**config.mk**
```make
export PLATFORM = sky130hd
export DESIGN_NAME = ide_strobe_timer
export DESIGN_NICKNAME = d
export VERILOG_FILES = /design/src/rtl/pio_tmg_pkg.sv /design/src/rtl/pio_tmg_regs.sv /design/src/rtl/pio_tmg_resolve.sv /design/src/rtl/pio_tmg_seq.sv /design/src/rtl/ide_strobe_timer.sv
export SDC_FILE = /design/constraint.sdc
export NUM_CORES = 1
export LEC_CHECK = 0
export ABC_CLOCK_PERIOD_IN_PS = 5150
export BUFFER_PORTS_ARGS = -buffer_cell sky130_fd_sc_hd__buf_4
export CORE_ASPECT_RATIO = 1.25
export CORE_MARGIN = 4
export CORE_UTILIZATION = 59
export DETAILED_ROUTE_END_ITERATION = 16
export GPL_TIMING_DRIVEN = 0
export PLACE_DENSITY = 0.78
export SLEW_MARGIN = 25
export SYNTH_ARGS = -nofsm -noshare
export SYNTH_HDL_FRONTEND = slang
export SYNTH_HIERARCHICAL = 1
export SYNTH_SLANG_ARGS = --single-unit
```
**constraint.sdc**
```tcl
create_clock -name clk -period 5.15 [get_ports clk]
set_input_delay 0.2575 -clock clk [delete_from_list [all_inputs] [get_ports clk]]
set_output_delay 0.2575 -clock clk [all_outputs]
set_load 0.02 [all_outputs]
```
**src/rtl/pio_tmg_pkg.sv**
```systemverilog
package pio_tmg_pkg;

   localparam int TCNT_W = 5;
   localparam int BYTE_W = 8;

   typedef enum logic [1:0] {
      PH_IDLE   = 2'd0,
      PH_SETUP  = 2'd1,
      PH_ACTIVE = 2'd2,
      PH_RECOV  = 2'd3
   } phase_e;

   typedef struct packed {
      logic [TCNT_W-1:0] setup;
      logic [TCNT_W-1:0] active;
      logic [TCNT_W-1:0] recov;
   } tmg_t;

   function automatic logic [TCNT_W-1:0] setup_clocks(input logic [1:0] code);
      logic [TCNT_W-1:0] r;
      case (code)
         2'b00:   r = TCNT_W'(4);
         2'b10:   r = TCNT_W'(3);
         2'b01:   r = TCNT_W'(2);
         default: r = TCNT_W'(5);
      endcase
      return r;
   endfunction

   function automatic logic [TCNT_W-1:0] nib_clocks(input logic [3:0] n);
      return (n == 4'd0) ? TCNT_W'(16) : {{(TCNT_W-4){1'b0}}, n};
   endfunction

   function automatic logic [TCNT_W-1:0] active_clocks(input logic [3:0] n);
      return (n == 4'd1) ? TCNT_W'(2) : nib_clocks(n);
   endfunction

endpackage

```
**src/rtl/pio_tmg_regs.sv**
```systemverilog
module pio_tmg_regs
   import pio_tmg_pkg::*;
#(
   parameter int ADDR_W    = 3,
   parameter int NUM_SETS  = 3,
   parameter int RESET_REV = 1
) (
   input  logic                       clk,
   input  logic                       rst_n,
   input  logic                       we,
   input  logic                       setup_only,
   input  logic [ADDR_W-1:0]          addr,
   input  logic [BYTE_W-1:0]          wdata,
   output logic [BYTE_W-1:0]          rdata,
   output logic [1:0]                 cfg_rev,
   output logic [BYTE_W-1:0]          cmd_tmg,
   output logic [NUM_SETS*BYTE_W-1:0] addr_tmg,
   output logic [NUM_SETS*BYTE_W-1:0] rw_tmg
);

   localparam int A_CFG   = 0;
   localparam int A_CMD   = 1;
   localparam int A_BASE  = 2;
   localparam int A_LAST  = A_BASE + 2*NUM_SETS - 1;

   if (A_LAST >= (1 << ADDR_W)) begin : g_bad_map
      $error("register map does not fit in ADDR_W");
   end
   if (RESET_REV < 0 || RESET_REV > 3) begin : g_bad_rev
      $error("RESET_REV must fit two bits");
   end

   logic [1:0]        rev_q;
   logic [BYTE_W-1:0] cmd_q;

   always_ff @(posedge clk or negedge rst_n) begin
      if (!rst_n) begin
         rev_q <= 2'(RESET_REV);
         cmd_q <= '0;
      end else if (we && !setup_only) begin
         if (int'(addr) == A_CFG) rev_q <= wdata[1:0];
         if (int'(addr) == A_CMD) cmd_q <= wdata;
      end
   end

   for (genvar k = 0; k < NUM_SETS; k++) begin : g_set
      localparam int A_SU = A_BASE + 2*k;
      localparam int A_RW = A_BASE + 2*k + 1;
      logic [BYTE_W-1:0] su_q;
      logic [BYTE_W-1:0] rw_q;

      always_ff @(posedge clk or negedge rst_n) begin
         if (!rst_n) begin
            su_q <= '0;
            rw_q <= '0;
         end else if (we) begin
            if (int'(addr) == A_SU) begin
               if (setup_only) su_q <= {wdata[7:6], su_q[5:0]};
               else            su_q <= wdata;
            end
            if (int'(addr) == A_RW && !setup_only) rw_q <= wdata;
         end
      end

      assign addr_tmg[k*BYTE_W +: BYTE_W] = su_q;
      assign rw_tmg[k*BYTE_W +: BYTE_W]   = rw_q;
   end

   always_comb begin
      rdata = '0;
      if (int'(addr) == A_CFG) rdata = {6'd0, rev_q};
      if (int'(addr) == A_CMD) rdata = cmd_q;
      for (int k = 0; k < NUM_SETS; k++) begin
         if (int'(addr) == A_BASE + 2*k)     rdata = addr_tmg[k*BYTE_W +: BYTE_W];
         if (int'(addr) == A_BASE + 2*k + 1) rdata = rw_tmg[k*BYTE_W +: BYTE_W];
      end
   end

   assign cfg_rev = rev_q;
   assign cmd_tmg = cmd_q;

endmodule

```
**src/rtl/pio_tmg_resolve.sv**
```systemverilog
module pio_tmg_resolve
   import pio_tmg_pkg::*;
#(
   parameter int NUM_SETS  = 3,
   parameter bit REV_EXTRA = 1'b1
) (
   input  logic [1:0]                 drive,
   input  logic                       is_cmd,
   input  logic [1:0]                 cfg_rev,
   input  logic [BYTE_W-1:0]          cmd_tmg,
   input  logic [NUM_SETS*BYTE_W-1:0] addr_tmg,
   input  logic [NUM_SETS*BYTE_W-1:0] rw_tmg,
   output tmg_t                       tmg
);

   if (NUM_SETS != 3) begin : g_bad_sets
      $error("two private sets plus one shared secondary set are required");
   end

   logic [1:0]        set_idx;
   logic [BYTE_W-1:0] su_byte;
   logic [BYTE_W-1:0] rw_byte;
   logic [BYTE_W-1:0] strobe_byte;
   logic              extra;

   // secondary channel drives map onto the last, shared set
   assign set_idx = drive[1] ? 2'(NUM_SETS-1) : {1'b0, drive[0]};
   assign su_byte = addr_tmg[set_idx*BYTE_W +: BYTE_W];
   assign rw_byte = rw_tmg[set_idx*BYTE_W +: BYTE_W];

   // a zero command byte means slowest (both nibbles 0 -> 16)
   assign strobe_byte = is_cmd ? cmd_tmg : rw_byte;

   if (REV_EXTRA) begin : g_rev_extra
      assign extra = (cfg_rev > 2'd1);
   end else begin : g_rev_flat
      assign extra = 1'b0;
   end

   always_comb begin
      if (is_cmd && cmd_tmg == '0) tmg.setup = TCNT_W'(4);
      else                         tmg.setup = setup_clocks(su_byte[7:6]);
      tmg.active = active_clocks(strobe_byte[7:4]);
      tmg.recov  = nib_clocks(strobe_byte[3:0]) + {{(TCNT_W-1){1'b0}}, extra};
   end

endmodule

```
**src/rtl/pio_tmg_seq.sv**
```systemverilog
module pio_tmg_seq
   import pio_tmg_pkg::*;
#(
   parameter int NUM_CH = 2
) (
   input  logic              clk,
   input  logic              rst_n,
   input  logic              req_valid,
   input  logic [$clog2(NUM_CH)-1:0] req_chan,
   input  logic              req_write,
   input  tmg_t              tmg,
   output logic              ready,
   output logic [NUM_CH-1:0] cs,
   output logic              rd_strobe,
   output logic              wr_strobe,
   output logic              done
);

   localparam int CH_W = $clog2(NUM_CH);

   if (NUM_CH < 2) begin : g_bad_ch
      $error("at least two channels are expected");
   end

   phase_e            ph_q;
   logic [TCNT_W-1:0] cnt_q;
   logic [TCNT_W-1:0] act_q;
   logic [TCNT_W-1:0] rec_q;
   logic [CH_W-1:0]   chan_q;
   logic              wr_q;
   logic              last;

   assign last = (cnt_q == '0);

   always_ff @(posedge clk or negedge rst_n) begin
      if (!rst_n) begin
         ph_q   <= PH_IDLE;
         cnt_q  <= '0;
         act_q  <= '0;
         rec_q  <= '0;
         chan_q <= '0;
         wr_q   <= 1'b0;
      end else begin
         case (ph_q)
            PH_IDLE: begin
               if (req_valid) begin
                  ph_q   <= PH_SETUP;
                  cnt_q  <= tmg.setup - TCNT_W'(1);
                  act_q  <= tmg.active;
                  rec_q  <= tmg.recov;
                  chan_q <= req_chan;
                  wr_q   <= req_write;
               end
            end
            PH_SETUP: begin
               if (last) begin
                  ph_q  <= PH_ACTIVE;
                  cnt_q <= act_q - TCNT_W'(1);
               end else begin
                  cnt_q <= cnt_q - TCNT_W'(1);
               end
            end
            PH_ACTIVE: begin
               if (last) begin
                  ph_q  <= PH_RECOV;
                  cnt_q <= rec_q - TCNT_W'(1);
               end else begin
                  cnt_q <= cnt_q - TCNT_W'(1);
               end
            end
            default: begin
               if (last) ph_q  <= PH_IDLE;
               else      cnt_q <= cnt_q - TCNT_W'(1);
            end
         endcase
      end
   end

   for (genvar c = 0; c < NUM_CH; c++) begin : g_cs
      assign cs[c] = (ph_q == PH_SETUP || ph_q == PH_ACTIVE) && (chan_q == CH_W'(c));
   end

   assign ready     = (ph_q == PH_IDLE);
   assign rd_strobe = (ph_q == PH_ACTIVE) && !wr_q;
   assign wr_strobe = (ph_q == PH_ACTIVE) &&  wr_q;
   assign done      = (ph_q == PH_RECOV) && last;

endmodule

```
**src/rtl/ide_strobe_timer.sv**
```systemverilog
module ide_strobe_timer
   import pio_tmg_pkg::*;
#(
   parameter int ADDR_W    = 3,
   parameter int RESET_REV = 1,
   parameter bit REV_EXTRA = 1'b1
) (
   input  logic              clk,
   input  logic              rst_n,
   input  logic              reg_we,
   input  logic              reg_setup_only,
   input  logic [ADDR_W-1:0] reg_addr,
   input  logic [7:0]        reg_wdata,
   output logic [7:0]        reg_rdata,
   input  logic              req_valid,
   input  logic [1:0]        req_drive,
   input  logic              req_cmd,
   input  logic              req_write,
   output logic              req_ready,
   output logic [1:0]        cs,
   output logic              rd_strobe,
   output logic              wr_strobe,
   output logic              done
);

   localparam int NUM_CH   = 2;
   localparam int NUM_SETS = NUM_CH + 1;

   if (ADDR_W < 3) begin : g_bad_addr
      $error("ADDR_W must be at least 3");
   end

   logic [1:0]                 cfg_rev;
   logic [BYTE_W-1:0]          cmd_tmg;
   logic [NUM_SETS*BYTE_W-1:0] addr_tmg;
   logic [NUM_SETS*BYTE_W-1:0] rw_tmg;
   tmg_t                       tmg;

   pio_tmg_regs #(
      .ADDR_W   (ADDR_W),
      .NUM_SETS (NUM_SETS),
      .RESET_REV(RESET_REV)
   ) u_regs (
      .clk       (clk),
      .rst_n     (rst_n),
      .we        (reg_we),
      .setup_only(reg_setup_only),
      .addr      (reg_addr),
      .wdata     (reg_wdata),
      .rdata     (reg_rdata),
      .cfg_rev   (cfg_rev),
      .cmd_tmg   (cmd_tmg),
      .addr_tmg  (addr_tmg),
      .rw_tmg    (rw_tmg)
   );

   pio_tmg_resolve #(
      .NUM_SETS (NUM_SETS),
      .REV_EXTRA(REV_EXTRA)
   ) u_resolve (
      .drive   (req_drive),
      .is_cmd  (req_cmd),
      .cfg_rev (cfg_rev),
      .cmd_tmg (cmd_tmg),
      .addr_tmg(addr_tmg),
      .rw_tmg  (rw_tmg),
      .tmg     (tmg)
   );

   pio_tmg_seq #(
      .NUM_CH(NUM_CH)
   ) u_seq (
      .clk      (clk),
      .rst_n    (rst_n),
      .req_valid(req_valid),
      .req_chan (req_drive[1]),
      .req_write(req_write),
      .tmg      (tmg),
      .ready    (req_ready),
      .cs       (cs),
      .rd_strobe(rd_strobe),
      .wr_strobe(wr_strobe),
      .done     (done)
   );

endmodule

```
==> impl_results.md <==
* Status: finished, final reports clean
* F_max at about 370 MHz
* Slowest CP cell: or2_2
* RSZ-0062 raised after global routing: false
* Worst-path cell chain: buf_4 -> buf_2 -> buf_1 -> nand2_1 -> o21a_1 -> ha_1 -> or2_2 -> inv_2 -> inv_1 -> ha_1 -> nor3b_1 -> xor2_1 -> a32oi_1 -> o221ai_1 -> a22o_1
* First-pass GRT wire length at ~17000 um
* Final number of hold-violating endpoints at 0
* Layout Skew at 0.0102 ns
* Initial core utilization at about three fifths
* Final ANT Viol Nets at 0
* Clock sinks at 77
* Yosys warning total at 6
* Critical Path Fanout Max at 10
* Crit Path Class: input port to flop
* Internal power at ~1.2 mW
* Min cycle time layout at 2.70 ns
* Initial antenna violation count at 0
* Vias at between 3000 and 4000
* Post-CTS Repair Setup Buffers at 0
* Clock Path Buffers at 2
* Placer Congestion at 0.867
* Switching power of the nets at 0.508 mW
* Reg2Reg Depth at 12
* Mapped Avg Cell Area at 11.3 um2
* WL final at ~11000 um
* Largest stage delay, worst path at ~0.34 ns
* Die ar. at about 0.0095 mm2
* Max_slew headroom at between 40% and 50%
* Pwr/cell area at 317 mW/mm2
* Final period utilization at between 50% and 60%
* Setup TNS at 0 ns
* RR Endpoint: u_seq/cnt_q[4]
* H-tree levels at 3
* CP Data Arrival Time at around 2.9 ns
* Share of layout cells above drive strength 1 at between 30% and 40%
* Min-Delay Path Class: input port to flop
* Worst-margin pin slew at about 0.86 ns
* Die height at between 100 and 150 um
* Comb power frac at between 20% and 30%
* Clock latency on the worst-skew pair at between 0.3 and 0.4 ns
* Crit path to: u_seq/cnt_q[4]
* CTS Hold Bufs at 0
* Hold path cells at 2
* CP Data Required Time at around 5.4 ns
* DRC viols at 0
* Core ar. at 0.00779 mm2
* Post-synth EDFFs at 0
* Sw Ratio at 30.5%
* DR WL/cell at approximately 19 um
* Starting DRT DRC Count at approximately 180
* Final setup vio count at 0
* Final #Nets at approximately 500
* Most common cell after layout, fill and taps aside: dfrtp_1
* Post-Syn Instances at about 420
* Num ports at 34
* Critical Path Most Common Cell: ha_1
* Reg power frac at 47.9%
* Worst VDD drop at around 260 uV
* Ys async rst share at 100%
* Critical R2R Launch: u_regs/g_set[0].su_q[7]
* CTS buffer count at 9
* Total grt overflow at 0
* Critical path launch point: req_drive[1]
* Flop2flop setup slack at 2.50 ns
* Post-synth cell types at slightly above 70
* Row count at 36
* Fillcell total at ~600
* DP Cell Count at approximately 540
* Via density at just over 6
* Number of global-route vias before repair at between 3000 and 4000
* Largest net degree at the start of global routing at 78
* Cell taking the most area after synthesis: dfrtp_1
* Mapped Area at 0.00470 mm2
* Design Area, Final at between 0.005 and 0.006 mm2
* Most frequent cells in the layout: 76 x dfrtp_1, 67 x mux2_2, 35 x buf_4
* CP Launch Type: input port
* TritonCTS clock tree: built
* Post-route insts no fill at ~560
* Ranking of synthesized cells by area: dfrtp_1 40%, mux2_2 16%, mux2i_1 4.0%, ha_1 3.5%, mux4_2 2.4%
* Main flop type after synthesis: dfrtp_1
* CTS clock-pin slew for the worst setup and hold paths at roughly 0.07 ns
* Die Span X at just under 90 um
* Drt pass-1 iters at 4
* Layout area overhead at 11.9%
* Clock share of power at between 20% and 30%
* Max Cap Viol at 0
* Port bufs at 31
* Placed inst area at roughly 0.0051 mm2
* CP Capture Type: flop
* Leakage at 2.39 nW
* Post_cts resized at 0
* Seq/Total Area, Yosys at 41.0%
* Yosys reg bits at 77
* Aggregate global-route resource usage at 23.8%
* Final HPWL DP at about 7900 um
* Fin. max-slew vios at 0
* Post-synth top area share at 40.4%
* Number of antenna diodes at 0
* Root buffer cell: clkbuf_8
==> power by group through the flow <==
stage | clock [mW] | sequential (mW) | combinational, mW
after floorplan | 0 | 0.777 | 0.315
after global placement | 0 | 0.803 | 0.405
after detailed placement | 0 | 0.811 | 0.417
after CTS | 0.454 | 0.798 | 0.420
after global routing | 0.485 | 0.814 | 0.462
final | 0.449 | 0.799 | 0.419
==> cell type report <==
class                   instances  area (um2)  share of cell area, %
repair buffers                 32         246                   4.68
well taps                      95         119                   2.26
clock buffers                  10         128                   2.42
inverters                      17        63.8                   1.21
clock inverters                 6        63.8                   1.21
flip-flops and latches         77        1930                   36.6
multi-input cells             301        2570                   48.8
plain buffers                  23         144                   2.73
==> cell families (layout without fill, tap and decap cells) <==
group           after synthesis  count (layout)  synth area share, %
xor+xnor                     12              12                 2.23
simple gates                 99              99                 11.7
buf+inv                      40              88                 4.42
mux                          98              98                 24.6
other cells                   1               2               0.0797
flops                        77              77                 41.0
fa+ha+maj                    13              13                 3.46
compound gates               77              77                 12.5
==> how the worst min path moves through the flow <==
stage	start	slack (ns)	to
floorplan	rst_n	-0.04	u_regs/cfg_rev[1]
global placement	rst_n	0.47	u_seq/chan_q
detailed placement	rst_n	0.47	u_seq/rec_q[3]
CTS	rst_n	0.10	u_seq/rec_q[3]
global route	req_write	0.14	u_seq/wr_q
finish	req_write	0.15	u_seq/wr_q
==> per-stage QoR <==
stage | power (mW) | setup slack [ns] | utilization [%] | hold slack, ns
after CTS | 1.67 | 2.49 | 67.4 | 0.100
after global placement | 1.21 | 2.21 | 64.9 | 0.465
after detailed placement | 1.23 | 2.12 | 64.9 | 0.473
after floorplan | 1.09 | 2.51 | - | -0.0381
final | 1.67 | 2.45 | 67.5 | 0.154
after global routing | 1.76 | 2.32 | 67.5 | 0.144
==> routing by layer <==
layer	vias to the layer above	wire length, um	global-route usage (%)
met5	-	0	0
met4	0	317	11.0
met3	26	457	3.14
met2	105	5470	41.4
met1	1706	4290	28.8
li1	1617	-	-
==> cells in the mapped netlist (all sizes together), types with 3 or more instances <==
cell,number
buf,18
a221oi,5
clkbuf,5
o21ai,14
nand3,9
o22ai,3
nor2,22
nand2,29
nor3,7
mux2,74
and2,3
o221ai,4
ha,13
xnor2,4
mux4,5
xor2,8
nor3b,6
a211oi,6
inv,17
a22oi,5
nand2b,5
mux2i,19
dfrtp,76
a31oi,3
nor2b,6
a21o,3
a21oi,16
==> worst max-delay path, delay by kind of cell <==
family / cells / cell delay [ns]
AO/OA/AOI/OAI: 4 / 0.73
XOR/XNOR: 1 / 0.14
adder cells (fa/ha/maj): 2 / 0.47
buffers and inverters: 5 / 0.76
AND/OR/NAND/NOR: 3 / 0.58
==> state kept, by name, indices dropped and copies added, names as in the netlist <==
register	flops
u_seq/cnt_q	5
u_seq/ph_q	2
u_regs/g_set.su_q	24
u_seq/chan_q	1
u_seq/act_q	5
u_seq/rec_q	5
u_regs/g_set.rw_q	24
u_regs/cmd_tmg	8
u_seq/wr_q	1
u_regs/cfg_rev	2
Note: power is estimated with default switching activity, not from simulation.
